[config.mk]
export PLATFORM = sky130hd
export DESIGN_NAME = os_match_timer
export DESIGN_NICKNAME = d
export VERILOG_FILES = /design/src/rtl/ostimer_pkg.sv /design/src/rtl/ostimer_ctrl.sv /design/src/rtl/ostimer_dp.sv /design/src/rtl/os_match_timer.sv
export SDC_FILE = /design/constraint.sdc
export NUM_CORES = 1
export LEC_CHECK = 0
export ABC_CLOCK_PERIOD_IN_PS = 3200
export CORE_UTILIZATION = 55
export CTS_CLUSTER_SIZE = 8
export DETAILED_ROUTE_END_ITERATION = 7
export PLACE_DENSITY = 0.78
export SLEW_MARGIN = 20
export SYNTH_ARGS = -nofsm -noshare
export SYNTH_HDL_FRONTEND = slang
export SYNTH_HIERARCHICAL = 1
export SYNTH_SLANG_ARGS = --single-unit
[constraint.sdc]
create_clock -name clk -period 3.2 [get_ports clk]
set_clock_uncertainty 0.2 [all_clocks]
set_input_delay 0.64 -clock clk [delete_from_list [all_inputs] [get_ports clk]]
set_output_delay 0.64 -clock clk [all_outputs]
set_load 0.02 [all_outputs]
[src/rtl/ostimer_pkg.sv]
package ostimer_pkg;
  localparam int NUM_CH = 4;
  localparam int WDT_CH = NUM_CH - 1;
  localparam int SEL_W  = 3;

  // strobes from decode to datapath
  typedef struct packed {
    logic [NUM_CH-1:0] wrMatch;
    logic              wrCount;
    logic              wrStatus;
    logic              wrWdt;
    logic              wrIrqEn;
    logic              rdValid;
    logic [SEL_W-1:0]  rdSel;
  } ctrl_t;
endpackage

[src/rtl/ostimer_ctrl.sv]
module ostimer_ctrl
  import ostimer_pkg::*;
#(
  parameter int ADDR_W = 8
) (
  input  logic [ADDR_W-1:0] busAddr,
  input  logic              busWe,
  output ctrl_t             ctrl
);
  localparam int WORDS = 8;
  localparam logic [ADDR_W-1:0] MAP_END = ADDR_W'(WORDS * 4);

  logic mapped;
  logic [SEL_W-1:0] wordIdx;

  assign mapped  = (busAddr < MAP_END) && (busAddr[1:0] == 2'b00);
  assign wordIdx = busAddr[SEL_W+1:2];

  always_comb begin
    ctrl         = '0;
    ctrl.rdValid = mapped;
    ctrl.rdSel   = wordIdx;
    if (busWe && mapped) begin
      case (wordIdx)
        3'd4:    ctrl.wrCount  = 1'b1;
        3'd5:    ctrl.wrStatus = 1'b1;
        3'd6:    ctrl.wrWdt    = 1'b1;
        3'd7:    ctrl.wrIrqEn  = 1'b1;
        default: ctrl.wrMatch[wordIdx[1:0]] = 1'b1;
      endcase
    end
  end
endmodule

[src/rtl/ostimer_dp.sv]
module ostimer_dp
  import ostimer_pkg::*;
#(
  parameter int DATA_W = 32
) (
  input  logic              clk,
  input  logic              rstN,
  input  logic              tickEn,
  input  ctrl_t             ctrl,
  input  logic [DATA_W-1:0] wdata,
  output logic [DATA_W-1:0] rdata,
  output logic [NUM_CH-1:0] irqOut,
  output logic              wdtReq
);
  logic [DATA_W-1:0] countQ;
  logic [DATA_W-1:0] nextCount;
  logic [DATA_W-1:0] matchQ [NUM_CH];
  logic [NUM_CH-1:0] statusQ, irqEnQ, hit, clrMask;
  logic              wdtEnQ, wdtReqQ, advance;

  assign advance   = tickEn && !ctrl.wrCount;
  assign nextCount = countQ + DATA_W'(1);

  always_ff @(posedge clk) begin
    if (!rstN)              countQ <= '0;
    else if (ctrl.wrCount)  countQ <= wdata;
    else if (advance)       countQ <= nextCount;
  end

  for (genvar ch = 0; ch < NUM_CH; ch++) begin : g_chan
    always_ff @(posedge clk) begin
      if (!rstN)                   matchQ[ch] <= '0;
      else if (ctrl.wrMatch[ch])   matchQ[ch] <= wdata;
    end
    assign hit[ch] = advance && (nextCount == matchQ[ch]);
  end

  assign clrMask = ctrl.wrStatus ? wdata[NUM_CH-1:0] : '0;

  always_ff @(posedge clk) begin
    if (!rstN) begin
      statusQ <= '0;
      irqEnQ  <= '0;
      wdtEnQ  <= 1'b0;
      wdtReqQ <= 1'b0;
    end else begin
      statusQ <= (statusQ & ~clrMask) | hit;
      if (ctrl.wrIrqEn) irqEnQ <= wdata[NUM_CH-1:0];
      wdtEnQ  <= wdtEnQ | (ctrl.wrWdt & wdata[0]);
      wdtReqQ <= wdtEnQ & hit[WDT_CH];
    end
  end

  assign irqOut = statusQ & irqEnQ;
  assign wdtReq = wdtReqQ;

  always_comb begin
    rdata = '0;
    if (ctrl.rdValid) begin
      case (ctrl.rdSel)
        3'd4:    rdata = countQ;
        3'd5:    rdata = DATA_W'(statusQ);
        3'd6:    rdata = DATA_W'(wdtEnQ);
        3'd7:    rdata = DATA_W'(irqEnQ);
        default: rdata = matchQ[ctrl.rdSel[1:0]];
      endcase
    end
  end
endmodule

[src/rtl/os_match_timer.sv]
module os_match_timer
  import ostimer_pkg::*;
#(
  parameter int DATA_W = 32,
  parameter int ADDR_W = 8
) (
  input  logic              clk,
  input  logic              rstN,
  input  logic              tickEn,
  input  logic [ADDR_W-1:0] busAddr,
  input  logic              busWe,
  input  logic [DATA_W-1:0] busWdata,
  output logic [DATA_W-1:0] busRdata,
  output logic [NUM_CH-1:0] irqOut,
  output logic              wdtResetReq
);
  ctrl_t ctrl;

  ostimer_ctrl #(.ADDR_W(ADDR_W)) ctrl_i (
    .busAddr (busAddr),
    .busWe   (busWe),
    .ctrl    (ctrl)
  );

  ostimer_dp #(.DATA_W(DATA_W)) dp_i (
    .clk    (clk),
    .rstN   (rstN),
    .tickEn (tickEn),
    .ctrl   (ctrl),
    .wdata  (busWdata),
    .rdata  (busRdata),
    .irqOut (irqOut),
    .wdtReq (wdtResetReq)
  );
endmodule

# Word level (Yosys, flattened, before mapping)
# Memory sizes are Yosys's and may differ from the RTL's.
# Cells that the tools add are included.
[totals] ramBits=128 inputBits=44 regBits=42 n_memories=1 output_inout_bits=37 elab_cells=71
[mem_list] name="dp_i.matchQ" depth=4 width=32 read_ports=5 rd_clocked_by_memory_dff=0 write_ports=4 line_no="ostimer_dp.sv:17" rtl="logic [DATA_W-1:0] matchQ [NUM_CH];"
[classes] n_bitwise=11 eq_ne=8 order_cmp=3 n_reduce_logical=12 add_sub_neg=1 muxes=30
[op_table] operator="two-way mux 32 bit" n=7
[op_table] operator="equality test 32 bit" n=4
[op_table] operator="case mux 32 bit (4 select lines)" n=1
[op_table] operator="adder 32 x 1 -> 32 bit (second input constant)" n=1
[op_table] operator="two-way mux 1 bit" n=18
[op_table] operator="equality test 3 bit (second input constant)" n=4
[op_table] operator="bitwise AND 4 bit" n=2
[op_table] operator="logical AND 1 bit" n=8
[op_table] operator="less-than comparator 8 x 6 -> 1 bit (second input constant)" n=1
[op_table] operator="two-way mux 4 bit" n=2
[op_table] operator="two-way mux 8 bit" n=1
[op_table] operator="bitwise OR 1 bit" n=5
[op_table] operator="NOT 4 bit" n=1
[op_table] operator="bitwise OR 4 bit" n=1
[op_table] operator="OR reduction 4 bit" n=1
[op_table] operator="less-than comparator 2 x 3 -> 1 bit (second input constant)" n=1
[op_table] operator="bitwise AND 1 bit" n=2
[op_table] operator="demux 1 bit (select 2 bit)" n=1
[op_table] operator=">= comparator 2 x 1 -> 1 bit (second input constant)" n=1
[op_table] operator="zero test 2 bit" n=1
[op_table] operator="nonzero test 2 bit" n=1
[op_table] operator="zero test 1 bit" n=1

# Longest topological paths before layout
[depth] depth_word=10 mapped_depth=11 depth_no_buf=10

# Modules after synthesis
# Netlist, hierarchy kept.
[by_module_without_submodules] module="ostimer_dp" cells_each=1248 seq_area_each_um2=4684.5 instances=1 area_per_inst_um2=11853.9
[by_module_without_submodules] module="ostimer_ctrl" cells_each=20 seq_area_each_um2=0.0 instances=1 area_per_inst_um2=131.4

# Worst setup path before layout
# Ideal clock, no wire load.
[synth_timing] path_type="in2out" startpoint="in busAddr[3]" endpoint="out busRdata[17]" setup_slack_ps=-216 path_stages=8 arrival_time_ps=2576 path_buffers=4 path_cell_list="buf_4 -> clkbuf_1 -> buf_1 -> clkbuf_1 -> nor3_1 -> a211oi_1 -> o21ai_0 -> a21oi_1"
[synth_via] elab_chain_cells=3
[synth_rtl] item="from (decl)" line_no="os_match_timer.sv:10" rtl="input logic [ADDR_W-1:0] busAddr,"
[synth_rtl] item="less-than comparator 8 x 6 -> 1 bit (tied with other cells)" line_no="ostimer_ctrl.sv:16" rtl="assign mapped = (busAddr < MAP_END) && (busAddr[1:0] == 2'b00);"
[synth_rtl] item="logical AND 1 bit or case mux 32 bit (4 select lines) (tied branches)" line_no="ostimer_ctrl.sv:16, ostimer_dp.sv:60"
[synth_rtl] item="two-way mux 32 bit (*)" line_no="ostimer_dp.sv:59" rtl="if (ctrl.rdValid) begin"
[synth_rtl] item="to (decl)" line_no="os_match_timer.sv:13" rtl="output logic [DATA_W-1:0] busRdata,"
# Mark *: on every way between the ends. The rest lies on a longest branch, timed or not.

# Final worst setup path
[layout_timing] startpoint="reg dp_i.countQ[3]" endpoint="reg dp_i.statusQ[2]"
[layout_via] elab_chain_cells=4
[layout_rtl] item="from (decl)" line_no="ostimer_dp.sv:15" rtl="logic [DATA_W-1:0] countQ;"
[layout_rtl] item="from (signal assigned)" line_no="ostimer_dp.sv:26" rtl="else if (ctrl.wrCount) countQ <= wdata;"
[layout_rtl] item="from (signal assigned)" line_no="ostimer_dp.sv:27" rtl="else if (advance) countQ <= nextCount;"
[layout_rtl] item="adder 32 x 1 -> 32 bit" line_no="ostimer_dp.sv:22" rtl="assign nextCount = countQ + DATA_W'(1);"
[layout_rtl] item="equality test 32 bit" line_no="ostimer_dp.sv:35" rtl="assign hit[ch] = advance && (nextCount == matchQ[ch]);"
[layout_rtl] item="logical AND 1 bit" line_no="ostimer_dp.sv:35"
[layout_rtl] item="bitwise OR 4 bit" line_no="ostimer_dp.sv:47" rtl="statusQ <= (statusQ & ~clrMask) | hit;"
[layout_rtl] item="to (signal assigned)" line_no="ostimer_dp.sv:47"
[layout_rtl] item="to (decl)" line_no="ostimer_dp.sv:18" rtl="logic [NUM_CH-1:0] statusQ, irqEnQ, hit, clrMask;"
# Every way passes these cells.
# A chain may end at the register's enable or synchronous reset.

==> impl_results.md <==
- GRT overflow: 0
- Hold Buf Count CTS: 0
- Tmin final: 3.18 ns
- Share of the core filled with cells: 72.2%
- RSZ-0062 raised after global routing: true
- Synth area leaders: edfxtp_1 (32%), xnor2_1 (7.7%), and3_1 (7.3%)
- Drt wl/cell: 27.0 um
- Max-Slew Margin vs Limit: 42.4%
- VDD IR max: 0.000260 V
- Fmax: 0.315 GHz
- Ys async rst share: 0%
- Core area: 0.0212 mm2
- Yosys top cell area share: 32.1%
- DRT antenna net count: 0
- Required time worst endpoint: 3.37 ns
- Max-slew violation count: 0
- Pleak: 6.13 nW
- CP Cell Sequence: nand4_1, buf_4, or4_1, nor4_2, buf_4, xnor2_2, xor2_1, buf_4, nand4_1, or4_4, o21ai_1
- Post-synthesis sequential area ratio: 39.1%
- Root Buffer: clkbuf_16
- Crit Path Category: reg2reg
- Avg Vias per Cell: 6.68
- Global Route Usage Sum: 42.6%
- Share of post-route cells with drive strength above 1: 27.1%
- Status: complete, no violations
- Fin crit share: 99.3%
- Initial Util: 56.5%
- Post-synth net total: 1,313
- CTS Buffer Depth: 2
- CTS sink count: 170
- Place WS: -0.494 ns
- Global placement routability congestion: 1.05
- Vias: 11,700
- Number of fill cells: 1,592
- Port bufs: 80
- Layout net count: 1,514
- Num rows: 53
- Reg2reg setup slack: 0.02 ns
- Crit path max fanout: 5
- # IOs: 81
- Final setup fails: 0
- Die W: 150 um
- Final Routed Wirelength: 47.5 mm
- Maxcap violations: 0
- Die area: 0.0224 mm2
- Crit path setup slack, layout: 0.0225 ns
- Drt drc: 0
- Inserted Diodes: 0
- Area growth syn-to-layout: 27.9%
- CP startpoint kind: flop
- DRT Pass-1 Iters: 6
- H-tree Lvls: 4
- YS warnings: 6
- TNS Setup: 0 ns
- HP Class: reg2reg
- Slowest stage cell on the critical path: or4_1
- Mapped Cells: 1,268
- Post-synth EDFFs: 128
- Initial antenna violation count: 0
- Largest net degree at the start of global routing: 102
- Worst-margin pin slew: 0.864 ns
- Vias in the first global route: 11,100
- Syn avg cell area: 9.45 um2
- PwrDens: 351 mW/mm2
- Max incr delay on CP: 0.53 ns
- Critical path data arrival time: 3.35 ns
- CTS buffer count: 17
- Post-DP HPWL: 34.4 mm
- CTS tree: built
- Worst-path clk slew: 0.08 ns
- First-pass GRT wire length: 69.2 mm
- Top cell type by total area after synthesis: edfxtp_1
- Endpoint type of the worst setup path: flop
- Final hold viol count: 0
- Crit-path most repeated cell: buf_4
- Total power: 5.38 mW
- Synth unique cells: 73
- Initial drt markers: 1,654
- Post-Syn Area: 0.0120 mm2
- Main flop type after synthesis: edfxtp_1
- Clk Latency, worst-skew pair: 0.45 ns
- Synth Register Bits: 170
- Die height: 150 um
==> worst max-delay path, delay by kind of cell (launching register included) <==
family / cells / cell delay (ns)
buffers and inverters: 3 / 0.54
AO/OA/AOI/OAI: 1 / 0.15
flip-flops: 1 / 0.39
XOR/XNOR: 2 / 0.31
AND/OR/NAND/NOR: 5 / 1.48
==> power by group <==
group / leakage [nW] / total (mW) / switching, mW / internal, mW
Clock: 0.272 / 2.07 / 0.981 / 1.09
Combinational: 4.30 / 0.743 / 0.416 / 0.326
Sequential: 1.56 / 2.56 / 0.108 / 2.45
==> area by class of cell <==
| cell class | instances | area (um2) | area share [%] |
|---|---|---|---|
| Multi-Input combinational cell | 972 | 7120 | 46.4 |
| Sequential cell | 170 | 4700 | 30.7 |
| Timing Repair Buffer | 300 | 2560 | 16.7 |
| Clock buffer | 18 | 429 | 2.80 |
| Tap cell | 275 | 344 | 2.25 |
| Clock inverter | 14 | 138 | 0.898 |
| Inverter | 8 | 30.0 | 0.196 |
==> synthesized netlist by cell type (20+ instances only) <==
| library cell | instances |
|---|---|
| nor2b_1 | 20 |
| clkbuf_1 | 79 |
| nand3_1 | 33 |
| dfxtp_1 | 42 |
| nand2b_1 | 27 |
| xor2_1 | 64 |
| nand2_1 | 85 |
| and2_1 | 44 |
| nor2_1 | 53 |
| and3_1 | 140 |
| nor3_1 | 28 |
| o21ai_0 | 78 |
| mux2_2 | 22 |
| edfxtp_1 | 128 |
| o22ai_1 | 26 |
| a21oi_1 | 32 |
| xnor2_1 | 106 |
| nand4_1 | 26 |
==> cell usage in the layout (no fill, tap or decap), types with 32 or more instances in the layout <==
| cell | count |
|---|---|
| edfxtp_1 | 128 |
| xnor2_1 | 101 |
| and2_1 | 44 |
| nor2_1 | 52 |
| xor2_1 | 62 |
| and3_1 | 139 |
| nand2_1 | 85 |
| buf_4 | 211 |
| clkdlybuf4s50_1 | 42 |
| o21ai_0 | 76 |
| dfxtp_1 | 32 |
| nand3_1 | 32 |
==> path summary, 6_finish.rpt <==
check,start,endpoint,cells after the start
setup / recovery,dp_i/countQ[3],dp_i/statusQ[2],11
hold / removal,dp_i/statusQ[2],dp_i/statusQ[2],2
setup reg to reg,dp_i/countQ[3],dp_i/statusQ[2],11
hold reg to reg,dp_i/statusQ[2],dp_i/statusQ[2],2
==> kinds of logic (layout without fill, tap and decap cells) <==
family                     count (synthesis)  count (layout)  synth area share, %
AOI/OAI and AO/OA                        218             218                 11.6
xor gates and xnor gates                 177             177                 13.7
adders and majority gates                  1               1                0.104
buffers and inverters                    126             340                 4.36
DFF                                      170             170                 39.1
muxes                                     50              50                 5.66
and+or+nand+nor                          526             526                 25.4
==> sequential cells by signal, indices dropped and copies added, names as in the netlist <==
signal        flops
dp_i/matchQ     128
dp_i/countQ      32
dp_i/irqEnQ       4
dp_i/statusQ      4
dp_i/wdtEnQ       1
dp_i/wdtReq       1
==> timing repair <==
action / in CTS / in global routing
gates resized for setup: 157 / 82
pin swaps: 7 / 15
endpoints found under the setup margin: 37 / 30
buffers inserted: 3 / 3
cloned: 0 / 2
==> through the flow <==
stage / cells / instance area [um2] / hold slack, ns
floorplan: 1268 / 12000 / 0.218
global placement: 1717 / 14500 / 0.247
detailed placement: 1717 / 14500 / 0.263
CTS: 1752 / 15100 / 0.280
global route: 1757 / 15300 / 0.312
finish: 1757 / 15300 / 0.298
==> routing by layer <==
metal / share of wire [%] / up-vias / global-route usage [%]
li1: - / 5032 / -
met1: 39 / 5642 / 59.3
met2: 44 / 938 / 63.2
met3: 14 / 116 / 11.4
met4: 3.3 / 0 / 15.8
met5: 0 / - / 0
(Power assumes the default switching activity.)
